**config.mk**
```make
export PLATFORM = sky130hd
export DESIGN_NAME = arp_req_rx
export DESIGN_NICKNAME = d
export VERILOG_FILES = /design/src/rtl/arp_rx_pkg.sv /design/src/rtl/mii_nibble_framer.sv /design/src/rtl/crc32_byte_acc.sv /design/src/rtl/arp_req_parser.sv /design/src/rtl/arp_req_rx.sv
export SDC_FILE = /design/constraint.sdc
export NUM_CORES = 1
export LEC_CHECK = 0
export CORE_AREA = 10 10 143 198
export DETAILED_ROUTE_END_ITERATION = 7
export DIE_AREA = 0 0 153 208
export SYNTH_ARGS = -nofsm -noshare
export SYNTH_HDL_FRONTEND = slang
export SYNTH_SLANG_ARGS = --single-unit
export TNS_END_PERCENT = 30
```
**constraint.sdc**
```tcl
create_clock -name clk -period 2.6 [get_ports clk]
set_clock_uncertainty 0.2 [all_clocks]
set_input_delay 0.52 -clock clk [delete_from_list [all_inputs] [get_ports clk]]
set_output_delay 0.52 -clock clk [all_outputs]
set_load 0.01 [all_outputs]
```
**src/rtl/arp_rx_pkg.sv**
```systemverilog
package arp_rx_pkg;

    localparam logic [31:0] CRC_POLY_REFL = 32'hEDB88320;
    localparam logic [31:0] CRC_PRESET    = 32'hFFFF_FFFF;
    // register remainder after a good frame plus its own check sequence
    localparam logic [31:0] CRC_GOOD_REM  = 32'hDEBB20E3;

    localparam logic [3:0] NIB_PRE = 4'h5;
    localparam logic [3:0] NIB_SFD = 4'hD;

    localparam int SMAC_POS     = 22;
    localparam int SIP_POS      = 28;
    localparam int TIP_POS      = 38;
    localparam int ADDR_BYTES   = 6;
    localparam int IP_BYTES     = 4;
    localparam int PAYLOAD_END  = TIP_POS + IP_BYTES;
    localparam int FCS_BYTES    = 4;
    localparam int MIN_FRAME    = PAYLOAD_END + FCS_BYTES;

    typedef enum logic {FR_HUNT, FR_DATA} framer_st_e;

    typedef struct packed {
        logic       vld;
        logic [7:0] dat;
    } rx_beat_t;

    typedef struct packed {
        logic       care;
        logic [7:0] val;
    } hdr_exp_t;

    function automatic logic [31:0] crc_step_byte(input logic [31:0] c_in,
                                                  input logic [7:0]  d);
        logic [31:0] c;
        c = c_in;
        for (int b = 0; b < 8; b++) begin
            if (c[0] ^ d[b]) c = (c >> 1) ^ CRC_POLY_REFL;
            else             c = c >> 1;
        end
        return c;
    endfunction

    // fixed header byte expected at a given offset after the delimiter
    function automatic hdr_exp_t hdr_expect(input int pos);
        hdr_exp_t e;
        e.care = 1'b1;
        case (pos)
            0, 1, 2, 3, 4, 5: e.val = 8'hFF;
            12: e.val = 8'h08;
            13: e.val = 8'h06;
            14: e.val = 8'h00;
            15: e.val = 8'h01;
            16: e.val = 8'h08;
            17: e.val = 8'h00;
            18: e.val = 8'h06;
            19: e.val = 8'h04;
            20: e.val = 8'h00;
            21: e.val = 8'h01;
            default: begin
                e.care = 1'b0;
                e.val  = 8'h00;
            end
        endcase
        return e;
    endfunction

    function automatic logic [7:0] ip_byte(input logic [31:0] ip, input int k);
        case (k)
            0: return ip[31:24];
            1: return ip[23:16];
            2: return ip[15:8];
            3: return ip[7:0];
            default: return 8'h00;
        endcase
    endfunction

endpackage

```
**src/rtl/mii_nibble_framer.sv**
```systemverilog
module mii_nibble_framer
    import arp_rx_pkg::*;
#(
    parameter int PRE_NIBBLES = 15
) (
    input  logic       clk,
    input  logic       rst,
    input  logic       rx_dv,
    input  logic [3:0] rx_nib,
    output rx_beat_t   beat,
    output logic       sof,
    output logic       eof,
    output logic       eof_aligned
);
    localparam int CW = $clog2(PRE_NIBBLES + 1);
    localparam logic [CW-1:0] PRE_FULL = CW'(PRE_NIBBLES);

    framer_st_e    st;
    logic [CW-1:0] pre_cnt;
    logic          half;
    logic [3:0]    low_nib;

    always_ff @(posedge clk) begin
        if (rst) begin
            st          <= FR_HUNT;
            pre_cnt     <= '0;
            half        <= 1'b0;
            low_nib     <= '0;
            beat        <= '0;
            sof         <= 1'b0;
            eof         <= 1'b0;
            eof_aligned <= 1'b0;
        end else begin
            sof      <= 1'b0;
            eof      <= 1'b0;
            beat.vld <= 1'b0;
            case (st)
                FR_HUNT: begin
                    if (!rx_dv) begin
                        pre_cnt <= '0;
                    end else if (rx_nib == NIB_PRE) begin
                        if (pre_cnt != PRE_FULL) pre_cnt <= pre_cnt + 1'b1;
                    end else if (rx_nib == NIB_SFD && pre_cnt == PRE_FULL) begin
                        st      <= FR_DATA;
                        sof     <= 1'b1;
                        half    <= 1'b0;
                        pre_cnt <= '0;
                    end else begin
                        pre_cnt <= '0;
                    end
                end
                FR_DATA: begin
                    if (!rx_dv) begin
                        eof         <= 1'b1;
                        eof_aligned <= !half;
                        st          <= FR_HUNT;
                    end else if (!half) begin
                        low_nib <= rx_nib;
                        half    <= 1'b1;
                    end else begin
                        beat.vld <= 1'b1;
                        beat.dat <= {rx_nib, low_nib};
                        half     <= 1'b0;
                    end
                end
                default: st <= FR_HUNT;
            endcase
        end
    end

    assert_sof_after_delim_R2: assert property (@(posedge clk) disable iff (rst)
        sof |-> ($past(rx_dv) && $past(rx_nib) == NIB_SFD));

    assert_byte_spacing_R3: assert property (@(posedge clk) disable iff (rst)
        beat.vld |=> !beat.vld);

endmodule

```
**src/rtl/crc32_byte_acc.sv**
```systemverilog
module crc32_byte_acc
    import arp_rx_pkg::*;
(
    input  logic        clk,
    input  logic        rst,
    input  logic        clear,
    input  logic        en,
    input  logic [7:0]  dat,
    output logic [31:0] crc
);
    always_ff @(posedge clk) begin
        if (rst || clear) crc <= CRC_PRESET;
        else if (en)      crc <= crc_step_byte(crc, dat);
    end
endmodule

```
**src/rtl/arp_req_parser.sv**
```systemverilog
module arp_req_parser
    import arp_rx_pkg::*;
#(
    parameter int IDX_W = 8
) (
    input  logic        clk,
    input  logic        rst,
    input  rx_beat_t    beat,
    input  logic        sof,
    input  logic        eof,
    input  logic        eof_aligned,
    input  logic [31:0] crc_val,
    input  logic [31:0] local_ip,
    output logic        req_hit,
    output logic [47:0] peer_mac,
    output logic [31:0] peer_ip
);
    localparam logic [IDX_W-1:0] IDX_MAX = '1;

    logic             in_frame;
    logic             hdr_ok;
    logic [IDX_W-1:0] idx;
    logic [47:0]      smac_acc;
    logic [31:0]      sip_acc;

    int       pos;
    hdr_exp_t exp_b;
    logic     tip_bad;
    logic     byte_bad;
    logic     frame_good;
    logic     bvld;
    logic [7:0] bdat;

    always_comb begin
        bvld     = beat.vld;
        bdat     = beat.dat;
        pos      = int'(idx);
        exp_b    = hdr_expect(pos);
        tip_bad  = (pos >= TIP_POS) && (pos < TIP_POS + IP_BYTES) &&
                   (bdat != ip_byte(local_ip, pos - TIP_POS));
        byte_bad = (exp_b.care && bdat != exp_b.val) || tip_bad;
        frame_good = in_frame && eof_aligned && hdr_ok &&
                     (pos >= MIN_FRAME) && (crc_val == CRC_GOOD_REM);
    end

    always_ff @(posedge clk) begin
        if (rst) begin
            in_frame <= 1'b0;
            hdr_ok   <= 1'b0;
            idx      <= '0;
            smac_acc <= '0;
            sip_acc  <= '0;
            req_hit  <= 1'b0;
            peer_mac <= '0;
            peer_ip  <= '0;
        end else begin
            req_hit <= 1'b0;
            if (sof) begin
                in_frame <= 1'b1;
                hdr_ok   <= 1'b1;
                idx      <= '0;
            end else if (bvld && in_frame) begin
                if (idx != IDX_MAX) idx <= idx + 1'b1;
                if (byte_bad) hdr_ok <= 1'b0;
                if (pos >= SMAC_POS && pos < SMAC_POS + ADDR_BYTES)
                    smac_acc <= {smac_acc[39:0], bdat};
                if (pos >= SIP_POS && pos < SIP_POS + IP_BYTES)
                    sip_acc <= {sip_acc[23:0], bdat};
            end else if (eof) begin
                in_frame <= 1'b0;
                if (frame_good) begin
                    req_hit  <= 1'b1;
                    peer_mac <= smac_acc;
                    peer_ip  <= sip_acc;
                end
            end
        end
    end

    assert_bcast_gate_R4: assert property (@(posedge clk) disable iff (rst)
        (bvld && in_frame && !sof && idx == '0 && bdat != 8'hFF) |=> !hdr_ok);

    assert_crc_gate_R9: assert property (@(posedge clk) disable iff (rst)
        req_hit |-> $past(crc_val) == CRC_GOOD_REM);

    assert_hit_after_end_R12: assert property (@(posedge clk) disable iff (rst)
        req_hit |-> $past(eof));

    assert_hit_pulse_R12: assert property (@(posedge clk) disable iff (rst)
        req_hit |=> !req_hit);

    assert_hold_mac_R12: assert property (@(posedge clk) disable iff (rst)
        !req_hit |-> ($stable(peer_mac) && $stable(peer_ip)));

endmodule

```
**src/rtl/arp_req_rx.sv**
```systemverilog
module arp_req_rx
    import arp_rx_pkg::*;
#(
    parameter int PRE_NIBBLES = 15,
    parameter int IDX_W       = 8
) (
    input  logic        clk,
    input  logic        rst,
    input  logic        rx_dv,
    input  logic [3:0]  rx_nib,
    input  logic [31:0] local_ip,
    output logic        req_hit,
    output logic [47:0] peer_mac,
    output logic [31:0] peer_ip
);
    rx_beat_t    beat;
    logic        sof;
    logic        eof;
    logic        eof_aligned;
    logic [31:0] crc_val;

    mii_nibble_framer #(.PRE_NIBBLES(PRE_NIBBLES)) u_framer (
        .clk         (clk),
        .rst         (rst),
        .rx_dv       (rx_dv),
        .rx_nib      (rx_nib),
        .beat        (beat),
        .sof         (sof),
        .eof         (eof),
        .eof_aligned (eof_aligned)
    );

    crc32_byte_acc u_crc (
        .clk   (clk),
        .rst   (rst),
        .clear (sof),
        .en    (beat.vld),
        .dat   (beat.dat),
        .crc   (crc_val)
    );

    arp_req_parser #(.IDX_W(IDX_W)) u_parser (
        .clk         (clk),
        .rst         (rst),
        .beat        (beat),
        .sof         (sof),
        .eof         (eof),
        .eof_aligned (eof_aligned),
        .crc_val     (crc_val),
        .local_ip    (local_ip),
        .req_hit     (req_hit),
        .peer_mac    (peer_mac),
        .peer_ip     (peer_ip)
    );

    assert_no_hit_while_valid_R12: assert property (@(posedge clk) disable iff (rst)
        req_hit |-> !$past(rx_dv));

endmodule

```
After elaboration in Yosys (flattened, before gate mapping)

Cells that the tools add are included.
Widths: inputs -> output; s select.

Add/subtract/negate cells: 3
$lt $le $gt $ge: 7
Reductions and logical operators: 40
Bitwise gates (word level): 22
Eq/ne operators: 32
Mux-type cells: 48

Operator list:

| operator             | number |
|---|---|
| $mux 32              | 22 |
| $not 13->14          | 8 |
| $eq 32x2->1 const B  | 2 |
| $eq 8x5->1 const B   | 6 |
| $pmux 8 s5           | 1 |
| $eq 32x1->1 const B  | 1 |
| $eq 32x32->1 const B | 1 |
| $eq 8x4->1 const B   | 4 |
| $logic_not 32->1     | 1 |
| $pmux 8 s4           | 1 |
| $mux 1               | 18 |
| $eq 8x2->1 const B   | 2 |
| $eq 8x3->1 const B   | 2 |
| $ge 8x5->1 const B   | 2 |
| $ge 8x6->1 const B   | 2 |
| $lt 8x6->1 const B   | 2 |
| $ne 8x8->1           | 2 |
| $reduce_or 16->1     | 1 |
| $mux 4               | 3 |
| $reduce_and 3->1     | 4 |
| $reduce_or 2->1      | 6 |
| $logic_and 1x1->1    | 11 |
| $reduce_and 2->1     | 5 |
| $mux 9               | 1 |
| other kinds (23)     | 44 |

Word-level logic and storage cells: 170
Output and inout bits: 81
Input bits: 39
Register bits after elaboration: 225

Longest topological paths before layout

Depth in word-level cells: 30
Gate-level depth with buffers: 10
Gate-level depth less buffers: 9

Hierarchy

A second synthesis with hierarchy kept.

Cell total of the unflattened synthesis: 1104
Area, all modules: 9821.9 um^2

By module, submodules not included:

| module            | area each (um^2) | instances | cells each |
|---|---|---|---|
| arp_req_parser    | 7100.6           | 1         | 806 |
| crc32_byte_acc    | 1839.3           | 1         | 198 |
| mii_nibble_framer | 882.1            | 1         | 100 |

Least setup slack after synthesis

OpenSTA, ideal clock, no wires.

Kind: reg-to-reg
From: reg u_crc.crc[2]
To: reg u_parser.peer_ip[19]
Stages on the path, launching flop included: 9
Setup slack: 0.137 ns
Required time: 2.272 ns
Period minus slack after synthesis: 2.463 ns
Data arrival time: 2.136 ns
Buffers on the path: 2
Cell sequence: dfxtp_1 > or4b_1 > or4_1 > nor4_1 > nand4_1 > buf_6 > buf_12 > mux2i_1 > nor2_1

Longest elaborated chain between the ends: 3

Ends and longest elaborated chain:

| item                              | line                 | text |
|---|---|---|
| from (decl)                       | crc32_byte_acc.sv:9  | `output logic [31:0] crc` |
| from (signal assigned)            | crc32_byte_acc.sv:13 | `else if (en) crc <= crc_step_byte(crc, dat);` |
| $eq 32x32->1                      | arp_req_parser.sv:43 | `(pos >= MIN_FRAME) && (crc_val == CRC_GOOD_REM);` |
| $logic_and 1x1->1                 | arp_req_parser.sv:43 |  |
| $reduce_and 4->1 (no source line) | -                    |  |
| to (signal assigned)              | arp_req_parser.sv:74 | `peer_ip <= sip_acc;` |
| to (decl)                         | arp_req_parser.sv:16 | `output logic [31:0] peer_ip` |

Every way passes these cells.
A chain may end at the register's enable or synchronous reset.

Final worst setup path

From: reg u_crc.crc[2]
To: reg u_parser.peer_ip[22]

Same word-level chain as after synthesis.

==> flow_summary_export.csv <==
group,metric,value,unit
cells_and_area,register_area,4504,um^2
route,vias,7718,
die,rows,68,
die,die-height,208,um
worst_hold_path,whs_path_depth,2,
sta,layout_setup_ws,-0.06085,ns
die,die_area,31820,um^2
pwr,netSwitchingFraction,20.01,%
clock_network,post-cts-setup-buffers,0,
route,wl_per_cell,15.45,um
route,drc,0,
placed_design,place_congestion,0.8815,
sta,rsz0062_at_grt,"yes",
sta,worst_pin_slew,0.6498,ns
logic_synthesis,synth.cell_area,9733,um^2
job,max_cap_violations,0,
status,status,"complete, but fails checks",
grt,antenna_found_initial,0,
grt,grt_pass1_vias,7498,
pwr,seq_power_share,50.6,%
clock_network,root_buffer,"clkbuf_16",
worst_setup_path,worstSetupStartpointType,"flip-flop",
route,drt_wl_total,24100,um
worst_setup_path,regToRegSetupSlack,-0.06,ns
worst_hold_path,min_path_type,"in2reg",
sta,finalSetupViolCount,76,
clock_network,clk_pin_slew,0.06,ns
worst_setup_path,critPathCaptureType,"flip-flop",
clock_network,postCtsHoldBufs,0,
cells_and_area,nNetsFinal,1278,
cells_and_area,final_cell_mix,"255 x nand2_1, 225 x dfxtp_1, 120 x nor2_1, 118 x clkdlybuf4s50_1, 97 x a21oi_1",
route,ant_nets,0,
clock_network,worstSkewPairLatency,0.50,ns
logic_synthesis,synth.distinct_cells,54,
worst_setup_path,arrival,2.84,ns
die,start_util,39.72,%
pwr,clkPwrFrac,47.3,%
clock_network,cts_made_buffers,22,
logic_synthesis,synth_async_sr_flop_share,0,%
pwr,switchingPower,1.363,mW
pwr,p_comb_share,2.1,%
grt,grt_pass1_wl,39020,um
worst_setup_path,worstRegToRegCells,8,
cells_and_area,fin_util,49.24,%
logic_synthesis,synth_edf_count,0,
logic_synthesis,ys_warn_count,0,
cells_and_area,nFillCells,2396,
route,vias_per_cell,4.947,
cells_and_area,multi_input_area,4696,um^2
logic_synthesis,syn_area_per_cell,8.714,um^2
placed_design,post-dp-hpwl,17160,um
grt,grt_max_degree,71,
sta,drv_slew,0,
route,drtIter0Drc,384,
cells_and_area,antennaDiodeCount,0,
die,placeableCoreArea,24500,um^2
pwr,cellInternalPower,5.448,mW
sta,hold_viol,0,
pwr,power_density,564.5,nW/um^2
cells_and_area,drive_gt1_share,8.353,%
clock_network,cts_max_level,1,
pwr,p_leak,4.742,nW
logic_synthesis,syn_nets,1163,
cells_and_area,stdcell_count,1560,
grt,overflow,0,
status,violations,"setup timing",
worst_setup_path,required,2.77,ns
worst_setup_path,worstPathMaxFanout,26,
sta,min_period_over_period,102.3,%
pwr,ir_worst_vdd,387.2,uV
logic_synthesis,synth-main-ff-cell,"dfxtp_1",
clock_network,cts.sinks,225,
logic_synthesis,ys_seq_area_share,46.28,%
sta,relSlewSlack,56.37,%
grt,track_usage,14.30,%
clock_network,cts_max_path_buffers,3,
sta,post-route-min-period,2.661,ns
die,num_io_pins,120,
worst_setup_path,critical_path_class,"reg2reg",
route,firstDrtPassIters,4,
cells_and_area,syn2layout_area_growth,23.96,%
die,die_w,153,um
logic_synthesis,ys_ff_latch,225,
sta,maxClockFrequency,375.8,MHz
placed_design,port_buffers,119,
logic_synthesis,synth_cells,1117,
cells_and_area,layout_commonest_cell,"nand2_1",
clock_network,tritoncts,"built",
placed_design,placed_cells,1523,
==> stage by stage <==
| stage | TNS [ns] | worst slack, ns | cell area [um^2] | hold WS, ns | power (mW) |
|---|---|---|---|---|---|
| 2_1_floorplan | 0 | 0.1367 | 9733 | 0.2312 | 3.597 |
| 5_1_grt | -10.99 | -0.1782 | 12070 | 0.2546 | 7.059 |
| 6_report | -2.224 | -0.06085 | 12070 | 0.2442 | 6.811 |
| 3_5_place_dp | -2.533 | -0.06161 | 11260 | 0.2470 | 3.669 |
| 3_3_place_gp | -0.05174 | -0.01447 | 11260 | 0.2423 | 3.668 |
| 4_1_cts | -0.09652 | -0.02603 | 12030 | 0.2365 | 6.905 |
==> power by group through the flow <==
stage / combinational (mW) / sequential (mW) / clock (mW)
3_5_place_dp: 0.146 / 3.52 / 0
5_1_grt: 0.157 / 3.44 / 3.46
2_1_floorplan: 0.0734 / 3.52 / 0
6_report: 0.144 / 3.45 / 3.22
4_1_cts: 0.146 / 3.45 / 3.31
3_3_place_gp: 0.145 / 3.52 / 0
==> repair_timing <==
| item | CTS | global route |
|---|---|---|
| setup endpoints to repair | 79 | 83 |
| pin swaps | 1 | 1 |
| resized for setup | 2 | 10 |
==> Yosys cell counts, drive strengths merged, types with 5 or more instances <==
cell    number  area share, %
nand3        8           0.41
nor3        11           0.57
buf         26            2.8
mux2i       89            9.2
dfxtp      225             46
xnor2       60            5.6
xor2        24            2.2
a21oi       97            5.0
ha           7           0.90
nor2       120            4.6
nand2      255            9.8
a31oi        7           0.45
o21ai       33            1.7
nor3b        5           0.39
inv         11           0.42
nand3b       5           0.39
nand4        8           0.51
clkbuf      49            2.3
a22oi       17            1.3
nor4b        5           0.45
==> state kept, by name (all words and copies together) (netlist names), 8 cells and up <==
signal,cells
u_framer.beat,9
u_parser.peer_ip,32
u_parser.peer_mac,48
u_parser.sip_acc,32
u_crc.crc,32
u_parser.smac_acc,48
u_parser.idx,8
==> per-layer routing <==
metal  up-vias  global-route usage, %  share of wire, %
met1      3574                  16.71                43
met4         0                  4.504               2.5
met5         -                      0                 0
met3        35                  2.848               4.7
met2       152                  25.49                50
li1       3957                      -                 -
==> worst max-delay path, stage by stage (launching register included) <==
cell and delay (ns):
dfxtp_1 0.31, or4b_1 0.51, or4_4 0.50, nor4_4 0.22
nand4_1 0.18, buf_6 0.20, buf_12 0.17, mux2i_1 0.18
nor2_1 0.05
==> cells by family after synthesis <==
group	count (synthesis)	share of synthesized area (%)
xor gates and xnor gates	86	8.253
adders and majority gates	7	0.8998
DFF	225	46.28
and+or+nand+nor	447	19.42
AOI/OAI and AO/OA	173	10.04
buffers and inverters	90	5.952
muxes	89	9.153
==> worst paths after layout <==
kind	to	startpoint
worst max register to register	u_parser.peer_ip[22]	u_crc.crc[2]
worst max-delay path	u_parser.peer_ip[22]	u_crc.crc[2]
worst min register to register	u_parser.smac_acc[43]	u_parser.smac_acc[43]
worst min-delay path	u_parser.in_frame	rst
==> cell type report <==
| class | count | area share [%] |
|---|---|---|
| repair buffers | 170 | 13.92 |
| clock inverters | 5 | 0.5081 |
| well taps | 315 | 3.267 |
| multi-input cells | 802 | 38.92 |
| flip-flops and latches | 225 | 37.33 |
| clock buffers | 32 | 5.714 |
| inverters | 11 | 0.3422 |
(Power assumes the default switching activity.)
